**config.mk**
```make
export PLATFORM = sky130hd
export DESIGN_NAME = chien_serial_finder
export DESIGN_NICKNAME = d
export VERILOG_FILES = /design/src/rtl/chien_pkg.sv /design/src/rtl/chien_term.sv /design/src/rtl/chien_sum.sv /design/src/rtl/chien_ctrl.sv /design/src/rtl/chien_serial_finder.sv
export SDC_FILE = /design/constraint.sdc
export NUM_CORES = 1
export LEC_CHECK = 0
export CORE_MARGIN = 2
export CORE_UTILIZATION = 25
export CTS_BUF_LIST = sky130_fd_sc_hd__clkbuf_4
export DETAILED_ROUTE_END_ITERATION = 10
export DONT_BUFFER_PORTS = 1
export PLACE_DENSITY_LB_ADDON = 0.12
export SYNTH_ARGS = -nofsm -noshare
export SYNTH_HDL_FRONTEND = slang
export SYNTH_HIERARCHICAL = 1
export SYNTH_SLANG_ARGS = --single-unit
export TNS_END_PERCENT = 1
```
**constraint.sdc**
```tcl
create_clock -name clk -period 3.3 [get_ports clk]
set_input_delay 0.66 -clock clk [delete_from_list [all_inputs] [get_ports clk]]
set_output_delay 0.66 -clock clk [all_outputs]
set_load 0.02 [all_outputs]
```
**src/rtl/chien_pkg.sv**
```systemverilog
package chien_pkg;

    localparam int GF_M    = 8;
    localparam int GF_N    = (1 << GF_M) - 1;
    localparam int GF_POLY = 'h11D;

    typedef logic [GF_M-1:0] gf_t;

    typedef enum logic [1:0] {
        ST_IDLE   = 2'd0,
        ST_SWEEP  = 2'd1,
        ST_FINISH = 2'd2
    } finder_state_e;

    // multiply by alpha once
    function automatic gf_t gf_xtime(input gf_t a);
        gf_t r;
        r = {a[GF_M-2:0], 1'b0};
        if (a[GF_M-1]) r = r ^ gf_t'(GF_POLY);
        return r;
    endfunction

    // multiply by the constant alpha^k, k small and fixed per instance
    function automatic gf_t gf_mul_apow(input gf_t a, input int k);
        gf_t r;
        r = a;
        for (int n = 0; n < 64; n++) begin
            if (n < k) r = gf_xtime(r);
        end
        return r;
    endfunction

endpackage

```
**src/rtl/chien_term.sv**
```systemverilog
module chien_term
    import chien_pkg::*;
#(
    parameter int J = 0
) (
    input  logic clk,
    input  logic rst_n,
    input  logic load_en,
    input  logic step_en,
    input  gf_t  coef_in,
    output gf_t  term
);

    gf_t term_q;

    always_ff @(posedge clk or negedge rst_n) begin
        if (!rst_n) begin
            term_q <= '0;
        end else if (load_en) begin
            term_q <= gf_mul_apow(coef_in, J);
        end else if (step_en) begin
            term_q <= gf_mul_apow(term_q, J);
        end
    end

    assign term = term_q;

endmodule

```
**src/rtl/chien_sum.sv**
```systemverilog
module chien_sum
    import chien_pkg::*;
#(
    parameter int T = 8
) (
    input  logic [T:0][GF_M-1:0] terms,
    output logic                 is_root
);

    gf_t acc;

    always_comb begin
        acc = '0;
        for (int j = 0; j <= T; j++) begin
            acc = acc ^ terms[j];
        end
        is_root = (acc == '0);
    end

endmodule

```
**src/rtl/chien_ctrl.sv**
```systemverilog
module chien_ctrl
    import chien_pkg::*;
(
    input  logic clk,
    input  logic rst_n,
    input  logic load,
    input  logic is_root,
    output logic load_en,
    output logic step_en,
    output logic err_valid,
    output logic err_bit,
    output gf_t  err_pos,
    output logic done,
    output logic idle_like,
    output gf_t  root_count
);

    localparam gf_t LAST_STEP = gf_t'(GF_N - 1);
    localparam gf_t ONE       = gf_t'(1);

    finder_state_e state_q, state_d;
    gf_t           step_q;
    gf_t           count_q;

    // state register
    always_ff @(posedge clk or negedge rst_n) begin
        if (!rst_n) state_q <= ST_IDLE;
        else        state_q <= state_d;
    end

    // transitions: start, last, rest
    always_comb begin
        state_d = state_q;
        unique case (state_q)
            ST_IDLE:   if (load) state_d = ST_SWEEP;
            ST_SWEEP:  if (step_q == LAST_STEP) state_d = ST_FINISH;
            ST_FINISH: state_d = load ? ST_SWEEP : ST_IDLE;
            default:   state_d = ST_IDLE;
        endcase
    end

    // outputs
    always_comb begin
        load_en   = 1'b0;
        step_en   = 1'b0;
        err_valid = 1'b0;
        done      = 1'b0;
        idle_like = 1'b1;
        unique case (state_q)
            ST_IDLE: begin
                load_en = load;
            end
            ST_SWEEP: begin
                step_en   = 1'b1;
                err_valid = 1'b1;
                idle_like = 1'b0;
            end
            ST_FINISH: begin
                load_en = load;
                done    = 1'b1;
            end
            default: ;
        endcase
        err_bit = err_valid & is_root;
        err_pos = LAST_STEP - step_q;
    end

    // step counter and root counter
    always_ff @(posedge clk or negedge rst_n) begin
        if (!rst_n) begin
            step_q  <= '0;
            count_q <= '0;
        end else if (load_en) begin
            step_q  <= '0;
            count_q <= '0;
        end else if (step_en) begin
            step_q <= step_q + ONE;
            if (is_root) count_q <= count_q + ONE;
        end
    end

    assign root_count = count_q;

    AST_DONE_PULSE: assert property (@(posedge clk) disable iff (!rst_n)
        done |=> !done);

    AST_DONE_AFTER_LAST: assert property (@(posedge clk) disable iff (!rst_n)
        $rose(done) |-> ($past(err_valid) && $past(err_pos) == '0));

    AST_FIRST_POS: assert property (@(posedge clk) disable iff (!rst_n)
        $rose(err_valid) |-> err_pos == LAST_STEP);

    AST_POS_STEP: assert property (@(posedge clk) disable iff (!rst_n)
        (err_valid && $past(err_valid)) |-> err_pos == $past(err_pos) - ONE);

    AST_LOAD_IGNORED: assert property (@(posedge clk) disable iff (!rst_n)
        (err_valid && load && err_pos != '0) |=>
            (err_valid && err_pos == $past(err_pos) - ONE));

endmodule

```
**src/rtl/chien_serial_finder.sv**
```systemverilog
module chien_serial_finder
    import chien_pkg::*;
#(
    parameter int T = 8
) (
    input  logic                    clk,
    input  logic                    rst_n,
    input  logic                    load,
    input  logic [(T+1)*GF_M-1:0]   loc_coef,
    output logic                    err_valid,
    output logic                    err_bit,
    output logic [GF_M-1:0]         err_pos,
    output logic                    done,
    output logic [GF_M-1:0]         root_count,
    output logic                    uncorrectable
);

    logic                 load_en;
    logic                 step_en;
    logic                 is_root;
    logic                 idle_like;
    logic [T:0][GF_M-1:0] terms;
    gf_t                  deg_d, deg_q;

    for (genvar j = 0; j <= T; j++) begin : g_term
        chien_term #(.J(j)) u_term (
            .clk     (clk),
            .rst_n   (rst_n),
            .load_en (load_en),
            .step_en (step_en),
            .coef_in (loc_coef[j*GF_M +: GF_M]),
            .term    (terms[j])
        );
    end

    chien_sum #(.T(T)) u_sum (
        .terms   (terms),
        .is_root (is_root)
    );

    chien_ctrl u_ctrl (
        .clk        (clk),
        .rst_n      (rst_n),
        .load       (load),
        .is_root    (is_root),
        .load_en    (load_en),
        .step_en    (step_en),
        .err_valid  (err_valid),
        .err_bit    (err_bit),
        .err_pos    (err_pos),
        .done       (done),
        .idle_like  (idle_like),
        .root_count (root_count)
    );

    // locator degree: highest nonzero coefficient index
    always_comb begin
        deg_d = '0;
        for (int j = 1; j <= T; j++) begin
            if (loc_coef[j*GF_M +: GF_M] != '0) deg_d = gf_t'(j);
        end
    end

    always_ff @(posedge clk or negedge rst_n) begin
        if (!rst_n)       deg_q <= '0;
        else if (load_en) deg_q <= deg_d;
    end

    assign uncorrectable = idle_like && (root_count != deg_q);

    AST_FLAG_IN_WINDOW: assert property (@(posedge clk) disable iff (!rst_n)
        err_bit |-> err_valid);

    AST_COUNT_HOLD: assert property (@(posedge clk) disable iff (!rst_n)
        (!err_valid && $past(!err_valid)) |-> $stable(root_count));

    AST_UNC_QUIET: assert property (@(posedge clk) disable iff (!rst_n)
        err_valid |-> !uncorrectable);

endmodule

```
; Yosys cells after proc, flatten, opt, wreduce, memory -nomap -nowiden
; Index checks and enable logic that the tools add are counted.
[totals]
register_bits = 98
word_cells = 312
[classes]
add_sub_neg = 3
n_reduce_logical = 16
n_eq_ne = 6
mux = 193
bitwise = 81
[op_table]
columns = operator, n
row1 = 8-bit two-way mux, 111
row2 = 5-bit two-way mux, 72
row3 = 4-bit NOT, 72
row4 = 8-bit nonzero test, 8
row5 = 8-bit bitwise XOR, 8
row6 = 8-bit by 1-bit adder with 8-bit output (second input constant), 2
row7 = 8-bit equality test (second input constant), 1
row8 = 8-bit zero test, 1
row9 = 8-bit != test, 1
row10 = 8-bit subtractor (first input constant), 1
row11 = 1-bit two-way mux, 6
row12 = 2-bit two-way mux, 3
row13 = 2-bit one-hot mux with 3 select lines, 1
row14 = 2-bit AND reduction, 2
row15 = 2-bit nonzero test, 2
row16 = 2-bit by 1-bit equality test with 1-bit output (second input constant), 1
row17 = 2-bit equality test (second input constant), 1
row18 = 2-bit zero test, 1
row19 = 2-bit by 1-bit != test with 1-bit output (second input constant), 1
row20 = 2-bit != test (second input constant), 1
row21 = 2-bit OR reduction, 1
row22 = 1-bit bitwise AND, 1
row23 = 1-bit logical AND, 1

; Depth between registers and ports, before layout
; Gate-level depths: netlist of run 1.
[depth]
depth_word = 32
depth_mapped = 9

; By module
; The synthesis of run 1 kept the hierarchy.
[modules_own_cells]
columns = module, n_inst, area_each_um2, cells_each, seq_area_each_um2
row1 = chien_ctrl, 1, 1062.3, 113, 450.4
row2 = chien_term at g_term[8].u_term, 1, 726.9, 68, 200.2
row3 = chien_term at g_term[6].u_term, 1, 714.4, 65, 200.2
row4 = chien_term at g_term[7].u_term, 1, 660.6, 67, 200.2
row5 = chien_term at g_term[5].u_term, 1, 654.4, 60, 200.2
row6 = chien_sum, 1, 613.1, 61, 0.0
row7 = chien_term at g_term[4].u_term, 1, 584.3, 56, 200.2
row8 = chien_term at g_term[3].u_term, 1, 506.7, 53, 200.2
row9 = chien_serial_finder, 1, 451.7, 52, 100.1
row10 = chien_term at g_term[2].u_term, 1, 451.7, 45, 200.2
row11 = chien_term at g_term[1].u_term, 1, 415.4, 40, 200.2
row12 = chien_term at g_term[0].u_term, 1, 331.6, 17, 200.2

; Least setup slack after synthesis of run 1
; No wires, ideal clock.
[synth_timing]
kind = reg2out
startpoint = register g_term[7].u_term.term_q[4]
endpoint = output err_bit
path_buffers = 1
t_arrival_ns = 2.013
stages_incl_launch_ff = 9
slack_ns = 0.627
path_cell_list = dfrtp_1 xnor2_1 xnor3_1 xnor2_1 nand4_1 nor4_2 nand3b_1 buf_6 inv_1
[synth_between]
elab_chain_cells = 4
[synth_rtl]
columns = element, line
row1 = start: declaration, chien_term.sv:14  ; gf_t term_q;
row2 = start signal: assignment, chien_term.sv:20  ; term_q <= gf_mul_apow(coef_in, J);
row3 = start signal: assignment, chien_term.sv:22  ; term_q <= gf_mul_apow(term_q, J);
row4 = 8-bit bitwise XOR (2 in a row), chien_sum.sv:15  ; acc = acc ^ terms[j];
row5 = 8-bit zero test, chien_sum.sv:17  ; is_root = (acc == '0);
row6 = net is_root, chien_serial_finder.sv:20  ; logic is_root;
row7 = 1-bit bitwise AND, chien_ctrl.sv:64  ; err_bit = err_valid & is_root;
row8 = end: declaration, chien_serial_finder.sv:11  ; output logic err_bit,
; The timed path passes the listed nets, and every way through them passes these cells.

; Worst setup path after layout of run 1
[layout_timing]
startpoint = register g_term[6].u_term.term_q[1]
endpoint = output err_bit
[layout_between]
elab_chain_cells = 5
[layout_rtl]
columns = element, line
row1 = start: declaration, chien_term.sv:14
row2 = start signal: assignment, chien_term.sv:20
row3 = start signal: assignment, chien_term.sv:22
row4 = 8-bit bitwise XOR (3 in a row), chien_sum.sv:15
row5 = 8-bit zero test, chien_sum.sv:17
row6 = net is_root, chien_serial_finder.sv:20
row7 = 1-bit bitwise AND, chien_ctrl.sv:64
; The timed path passes the listed nets, and every way through them passes these cells.

==> impl_results.md, run 1 <==
- Vias in the first global route: 5304
- VDD IR max: 0.346 mV
- Gr ovfl total: 0
- CTS H-tree lvls: 3
- Core Area: 28500 um^2
- Synth Net Count: around 780
- Final min period: 3250 ps
- Flop2flop setup slack: between 400 and 500 ps
- # clock sinks: 94
- Die width: 173 um
- PortBufs: 0
- I/O pins: 95
- Pre-antenna DRT Iters: 4
- CP max-delay cell: dfrtp_2
- WP data required: 2640 ps
- DR vias: 4951
- Max-slew headroom: 0.426
- Row cnt: slightly above 60
- Placed Cells: 1068
- Layout cells sized above 1: 0.144
- Finish-stage setup viols: 0
- Synth area leaders: dfrtp_1, xnor2_1, xor2_1
- CP max stage delay: 470 ps
- Post-place instance area: 7610 um^2
- YS warnings: 6
- Total Power: about 8.5 mW
- Crit. End Element: primary output
- Buffers & Inverters on Critical Path: 2
- Setup crit start kind: flop
- CTS clk-pin slew, worst paths: 160 ps
- Most used DFF post-synth: dfrtp_1
- Worst Hold Class: primary input to async pin
- Global-route wire length before repair: 30.9 mm
- Worst-Skew Late Latency: 470 ps
- DRC errors left: 0
- DIE HEIGHT: roughly 170 um
- Wire length after detailed routing: a little under 20 mm
- CTS Buf Count: 9
- Kind of critical path: flop to primary output
- Avg Inst Size Synth: 10.3 um^2
- Initial antenna violation count: 1
- DR vias/cell: 4.53
- Fillers: 3016
- Largest net degree at the start of global routing: 95
- Mapped Cells: 697
- Worst-Margin Slew: 854 ps
- Final Hold Fails: 0
- Dpl hpwl: 14.6 mm
- Leading area contributor after synthesis: dfrtp_1
- Die area: 30100 um^2
- Max-cap violation count: 0
- Final Cell Area: roughly 7900 um^2
- Crit Path Max Fanout: 3
- Post-synth EDFFs: 0
- Synth unique cells: 57
- Clock Skews: between 20 and 30 ps
- Power Density: 1080 nW/um^2
- Root Buffer: clkbuf_4
- Share of the synthesized area in the top cell type: 0.328
- Final std cells w/o fill: around 1100
- Number of synthesized register bits: 94
- Final hold slack: 90.2 ps
- RSZ-0062 raised after global routing: true
- Post-synthesis sequential area ratio: 0.328
- Outcome: finished, final reports clean
- Slew Limit Fails: 0
- GPL Wtd Cong: 0.794
- Leak Pwr: approximately 3.3 nW
- Post-layout net count: 781
- Clk buf depth: 2
- Fmax: between 300 and 400 MHz
- Post-Syn Area: between 7000 and 8000 um^2
- ANT nets after route: 0
- CTS tree: built
- Gr usage total: 0.132
- Crit path max-delay family: XOR/XNOR gates
- Syn-to-layout area delta: 9.79%
- Period utilisation layout: 0.985
- DRT iter0 DRCs: 281
- Initial core utilization: 0.252
- Critical Path, Cell by Cell: xnor2_2 -> xnor3_1 -> xnor2_1 -> nand2_1 -> nor4_4 -> buf_4 -> nand3b_1 -> inv_2
- WL per Instance: 17.7 um
- Ys async rst share: 1.00
- Crit path DAT: 2590 ps
-- state kept, by name, indices dropped and copies added (netlist names) --
register and count:
deg_q 4, g_term.u_term/term 72, u_ctrl/root_count 8, u_ctrl/state_q 2, u_ctrl/step_q 8
-- placed cells by master, fill, tap and decap left out, drive strengths merged, types with 18 or more instances in the layout --
| cell type | n |
|---|---|
| xor2 | 58 |
| nand2 | 52 |
| nor2 | 26 |
| dfrtp | 94 |
| o21ai | 51 |
| mux2i | 40 |
| xnor2 | 135 |
| buf | 25 |
| xor3 | 18 |
| inv | 21 |
-- cell usage after synthesis (9+ instances only) --
cell type,count
dfrtp_1,94
o21ai_0,44
nand4_1,17
xnor3_1,9
nor2_1,25
nand2_1,52
buf_2,10
xor2_1,58
a21oi_1,16
mux2i_1,40
inv_1,20
xnor2_1,130
nor4_1,9
xor3_1,16
nand3_1,13
a211o_1,15
-- power by group --
group | total (mW) | internal [mW] | switching (mW)
Clock | 0.580 | 0.161 | 0.419
Combinational | 5.30 | 3.08 | 2.22
Sequential | 2.64 | 1.73 | 0.915
-- cell type report --
class,count,area [um^2],share of cell area
antenna,1,2.50,0.000318
sequential,94,2370,0.301
timing repair buffer,25,208,0.0264
inverter,24,91.3,0.0116
clock buffer,10,75.1,0.00953
multi-input combinational,548,4610,0.585
clock inverter,6,38.8,0.00493
tap,384,480,0.0610
-- stage by stage --
stage	TNS (ps)	worst slack (ps)	utilization
after floorplan	0	627	-
after CTS	0	2.25	0.276
final	0	47.9	0.277
after global placement	0	302	0.267
after global routing	-134	-134	0.277
after detailed placement	0	242	0.267
-- kinds of logic after synthesis --
group | share of synthesized area
AOI/OAI and AO/OA | 0.100
xor gates and xnor gates | 0.330
adders and majority gates | 0.00698
buffers and inverters | 0.0382
DFF | 0.328
muxes | 0.0757
and+or+nand+nor | 0.121
-- layer usage --
metal	wire, um	GRT usage	up-vias
met5	0	0	-
met4	324	0.0371	0
met3	929	0.0287	12
met2	8450	0.200	88
met1	9590	0.189	2418
li1	-	-	2433
-- what timing repair did --
action / in CTS / in global routing
gates resized for setup: 20 / 3
pin swaps: 7 / 0
hold buffers: 1 / 0
setup endpoints to repair: 1 / 1
buffers inserted: 6 / 0
hold endpoints to repair: 94 / 0
-- final timing paths --
kind / start / to / cells past startpoint
max: g_term[6].u_term/term[1] / err_bit / 8
min: rst_n / g_term[3].u_term/term[2] / 1
max reg2reg: g_term[6].u_term/term[1] / u_ctrl/root_count[5] / 10
min reg2reg: u_ctrl/step_q[6] / u_ctrl/step_q[6] / 1
max in group asynchronous: rst_n / g_term[0].u_term/term[2] / 1
min in group clk: loc_coef[13] / g_term[1].u_term/term[6] / 2
(Power assumes the default switching activity.)
==> run 2: changes to the inputs <==
Settings changed: REMOVE_ABC_BUFFERS set to 1.
==> run 2 against run 1 <==
Non-clock buffer count grew 2. Maximum frequency grew 0.25%. Flip-flop and latch count is the same. Critical path type unchanged. Power grew 2.7%. Largest cell class unchanged. Routed wire length grew 1.1%. Clock power grew 20%. Count of clock-buffer cells in the layout is the same. Combinational power grew 3%. Sequential power shrank 2%. First-iteration DRC count shrank 14%. Sequential share of layout area shrank 0.33 points.
==> impl_results.md, run 2 (synthesis results as in run 1) <==
- Post-place instance area: 7560 um^2
- DIE HEIGHT: 173 um
- Logic pwr share: 0.624
- Core Area: 28500 um^2
- GPL Wtd Cong: 0.790
- Initial core utilization: 0.252
- Outcome: finished, final reports clean
- I/O pins: between 90 and 100
- Layout cells sized above 1: 0.155
- Power Density: about 1100 nW/um^2
- CTS clk-pin slew, worst paths: 170 ps
- Final min period: around 3200 ps
- Clock Skews: 15.1 ps
- Leak Pwr: 3.38 nW
- Max-cap violation count: 0
- Finish-stage setup viols: 0
- Fmax: 308 MHz
- Pre-CTS setup slack: ~120 ps
- Cell internal pwr: between 5 and 6 mW
- Worst Hold Class: primary input to async pin
- Kind of critical path: flop to primary output
- Final hold slack: 67.5 ps
- Period utilisation layout: 0.983
- Max reg flops: 72
- ANT nets after route: 0
- Row cnt: 62
- CTS H-tree lvls: 3
- Dpl hpwl: 14.5 mm
- CTS tree: built
- Seq pwr share: 0.297
- Initial antenna violation count: 1
- Slew Limit Fails: 0
- Placed Cells: 1058
- Clock Power Share: 0.079
- VDD IR max: approximately 0.27 mV
- DR vias: 4944
- Post-layout net count: 783
- Final Hold Fails: 0
- Syn-to-layout area delta: 11.2%
- Wire length after detailed routing: around 20 mm
- Max-slew headroom: 0.458
- Worst-Margin Slew: 806 ps
- WL per Instance: 17.8 um
- Worst-Skew Late Latency: 470 ps
- Root Buffer: clkbuf_4
- Crit Path Max Fanout: 3
- Most common cell after layout, fill and taps aside: xnor2_1
- Gr usage total: 0.132
- WP data required: roughly 2600 ps
- Switching Share: 0.412
- Psw: 3.60 mW
- Final std cells w/o fill: ~1100
- Clk buf depth: 2
- Most frequent cells in the layout: xnor2_1, dfrtp_1, xor2_1, nand2_1, o21ai_0
- Die width: 173 um
- DR vias/cell: 4.52
- Crit. End Element: primary output
- Gr ovfl total: 0
- Pre-antenna DRT Iters: 4
- RSZ-0062 raised after global routing: true
- Vias in the first global route: 5240
- Final Cell Area: 7980 um^2
- Setup crit start kind: flop
- Fillers: 3000
- Largest net degree at the start of global routing: 95
- Global-route wire length before repair: 30.8 mm
- CTS Buf Count: 9
- Crit path DAT: 2580 ps
- DRC errors left: 0
- Die area: 30100 um^2
- PortBufs: 0
- DRT iter0 DRCs: about 240
- # clock sinks: 94
- Fin worst setup slack: 56.0 ps
-- run 2: cell count changes in the layout (fill, tap and decap cells not counted), sizes merged --
cell / previous run / this run
inv: 21 / 22
clkinv: 7 / 6
buf: 25 / 27
bufinv: 0 / 1
clkinvlp: 2 / 1
-- run 2: cell type report --
| cell class | count | area [um^2] | area share |
|---|---|---|---|
| multi-input combinational | 548 | 4640 | 0.581 |
| clock inverter | 6 | 71.3 | 0.00894 |
| antenna | 1 | 2.50 | 0.000314 |
| inverter | 24 | 91.3 | 0.0114 |
| clock buffer | 10 | 75.1 | 0.00941 |
| sequential | 94 | 2370 | 0.298 |
| timing repair buffer | 27 | 248 | 0.0310 |
| tap | 384 | 480 | 0.0602 |
-- run 2: through the flow --
| stage | util | TNS [ps] | total power, mW |
|---|---|---|---|
| 2_1_floorplan | - | -9330 | 6.71 |
| 3_3_place_gp | 0.265 | 0 | 7.75 |
| 3_5_place_dp | 0.265 | 0 | 7.74 |
| 4_1_cts | 0.275 | 0 | 8.70 |
| 5_1_grt | 0.280 | -139 | 9.47 |
| 6_report | 0.280 | 0 | 8.76 |
-- run 2: path summary, 6_finish.rpt --
check,slack (ps),cells past startpoint,end,startpoint
hold reg to reg,550,2,deg_q[3],deg_q[3]
min in group clk,300,2,g_term[2].u_term/term[1],loc_coef[23]
hold / removal,70,1,g_term[7].u_term/term[1],rst_n
setup reg to reg,340,10,u_ctrl/root_count[3],g_term[3].u_term/term[4]
max in group asynchronous,2760,1,g_term[3].u_term/term[6],rst_n
setup / recovery,60,7,err_bit,g_term[3].u_term/term[4]
-- run 2: worst max-delay path, stage by stage, from the launching register on --
cell and delay (ps):
dfrtp_1 440, xor2_1 180, xnor3_1 430, xnor2_1 170
nand4_1 180, nor4_4 400, nand3b_1 180, inv_2 140
-- run 2: power groups by stage --
| stage | clock network (mW) | logic, mW | registers [mW] |
|---|---|---|---|
| after CTS | 0.751 | 5.32 | 2.63 |
| after global placement | 0 | 5.13 | 2.62 |
| after global routing | 0.786 | 5.98 | 2.70 |
| after detailed placement | 0 | 5.10 | 2.64 |
| final | 0.695 | 5.46 | 2.60 |
| after floorplan | 0 | 4.32 | 2.39 |
-- run 2: what timing repair did --
action	4_1_cts	5_1_grt
endpoints found under the setup margin	1	1
resized for setup	11	19
hold buffers	1	0
pin swaps	3	4
endpoints found under the hold margin	94	0
setup buffers	4	14
-- run 2: metal layers --
metal  vias up  global-route usage  part of all wire
met4         0              0.0272            0.0099
li1       2429                   -                 -
met1      2423               0.172              0.47
met5         -                   0                 0
met3        13              0.0300             0.035
met2        79               0.224              0.49
==> run 3: changes to the inputs <==
Settings changed: CORE_UTILIZATION 25 to 42, GPL_ROUTABILITY_DRIVEN set to 1.
==> run 3 against run 2 <==
Global-route usage rose by 5.9 points. Hold slack improved by 5.9 ps. Non-clock buffer count fell by 15. Clock power fell by 13%. Maximum frequency rose by 1.2%. Die area fell by 40%. Final area fell by 5.3%. Critical path type unchanged. Largest cell class unchanged. Largest power group unchanged.
==> impl_results.md, run 3 (synthesis results as in run 1) <==
- Period utilisation layout: 0.971
- Post-place instance area: 7350 um^2
- Clock Power Share: 0.072
- Crit path DAT: between 2000 and 3000 ps
- Crit path launch: g_term[8].u_term/term[0]
- Final Hold Fails: 0
- DRC errors left: 0
- PortBufs: 0
- Reg2reg start: g_term[8].u_term/term[0]
- Worst-Margin Slew: 720 ps
- Initial antenna violation count: 1
- Setup crit start kind: flop
- R2R Path End: u_ctrl/root_count[7]
- CTS tree: built
- Global-route wire length before repair: 27.1 mm
- Power Density: between 1000 and 1500 nW/um^2
- Seq pwr share: 0.310
- WP data required: 2640 ps
- RSZ-0062 raised after global routing: true
- Max reg flops: 72
- Core Area: 16600 um^2
- Setup TNS: 0 ps
- Wire length after detailed routing: 16.8 mm
- Clock Skews: 17.3 ps
- Final min period: 3200 ps
- Post-layout net count: approximately 770
- Switching Share: 0.417
- Psw: about 3.5 mW
- Clk buf depth: 2
- CTS H-tree lvls: 3
- Most frequent cells in the layout: xnor2_1, dfrtp_1, xor2_1, nand2_1, o21ai_0
- Die area: 18100 um^2
- Gr usage total: 0.191
- Outcome: finished, final reports clean
- Layout cells sized above 1: 0.111
- I/O pins: 95
- VDD IR max: 0.452 mV
- CTS Buf Count: 9
- Max-slew headroom: 0.515
- CTS clk-pin slew, worst paths: 160 ps
- Root Buffer: clkbuf_4
- Area of the multi-input gates: 4590 um^2
- Initial core utilization: 0.431
- DR vias: 4960
- Fin worst setup slack: 95.2 ps
- WL per Instance: 18.3 um
- Die width: 135 um
- CP max-delay cell: dfrtp_1
- Final Cell Area: 7560 um^2
- Max-cap violation count: 0
- # clock sinks: 94
- Fillers: 1595
- Syn-to-layout area delta: 5.37%
- Pre-antenna DRT Iters: 5
- DRT iter0 DRCs: 299
- Largest net degree at the start of global routing: 95
- DIE HEIGHT: between 100 and 150 um
- Gr ovfl total: 0
- FF-to-FF path depth: 10
- Final hold slack: 73.4 ps
- Worst Setup EP: err_bit
- Most common cell after layout, fill and taps aside: xnor2_1
- Critical Path, Cell by Cell: xnor2_1 -> xnor3_1 -> xnor2_1 -> nand4_1 -> nor4_4 -> nand3b_1 -> inv_2
- Slew Limit Fails: 0
- Row cnt: 47
- DR vias/cell: 5.42
- Crit. End Element: primary output
- Leak Pwr: 3.26 nW
- CP max stage delay: 510 ps
- Kind of critical path: flop to primary output
- Worst-Skew Late Latency: 470 ps
- Fmax: between 300 and 400 MHz
- Cell internal pwr: 4.88 mW
- ANT nets after route: 0
- Flop2flop setup slack: 310 ps
- Vias in the first global route: 5045
- Dpl hpwl: 12.4 mm
- Placed Cells: 895
- Worst Hold Class: primary input to async pin
- Register area: 2360 um^2
- Pre-CTS setup slack: 104 ps
- Top cell by count, worst path: xnor2_1
- Final std cells w/o fill: 915
- GPL Wtd Cong: around 0.8
- Logic pwr share: 0.617
- Finish-stage setup viols: 0
- Crit Path Max Fanout: 5
## run 3: final cells by class
type	instances	share of cell area
diodes	1	0.000331
clock buffers	10	0.00993
clock inverters	6	0.00596
inverters	24	0.0121
multi-input cells	548	0.607
flip-flops and latches	94	0.312
well taps	220	0.0364
repair buffers	12	0.0162
## run 3: routing by layer
layer  global-route usage  vias up  routed length [um]
li1                     -     2406                   -
met4               0.0579        0                 192
met2                0.297       94                7820
met1                0.271     2448                7950
met3               0.0379       12                 820
met5                    0        -                   0
## run 3: power by group through the flow
stage	registers, mW	clock network, mW	logic, mW
final	2.60	0.605	5.16
after global routing	2.70	0.677	5.64
after CTS	2.58	0.633	5.19
after detailed placement	2.61	0	5.03
after global placement	2.58	0	5.00
after floorplan	2.39	0	4.32
## run 3: worst min path at each step
stage | startpoint | endpoint | slack (ps)
2_1_floorplan | rst_n | deg_q[0] | 360
3_3_place_gp | rst_n | g_term[8].u_term/term[2] | 370
3_5_place_dp | rst_n | g_term[8].u_term/term[2] | 370
4_1_cts | rst_n | g_term[2].u_term/term[0] | 70
5_1_grt | rst_n | g_term[8].u_term/term[2] | 90
6_report | rst_n | g_term[8].u_term/term[6] | 70
## run 3: timing repair
| item | 4_1_cts | 5_1_grt |
|---|---|---|
| pin swaps | 2 | 1 |
| endpoints found under the hold margin | 94 | 0 |
| buffers inserted | 2 | 0 |
| endpoints found under the setup margin | 1 | 1 |
| hold buffers | 1 | 0 |
| gates resized for setup | 4 | 8 |
## run 3: metrics by stage
step,total power [mW],utilization
6_report,8.36,0.454
5_1_grt,9.02,0.454
4_1_cts,8.40,0.452
3_5_place_dp,7.64,0.441
3_3_place_gp,7.57,0.441
2_1_floorplan,6.71,-
## run 3: critical path: cells and delay by family (launching register included)
kind / cells / cell delay [ps]
xor gates and xnor gates: 3 / 800
and+or+nand+nor: 3 / 620
DFF: 1 / 510
buffers and inverters: 1 / 140
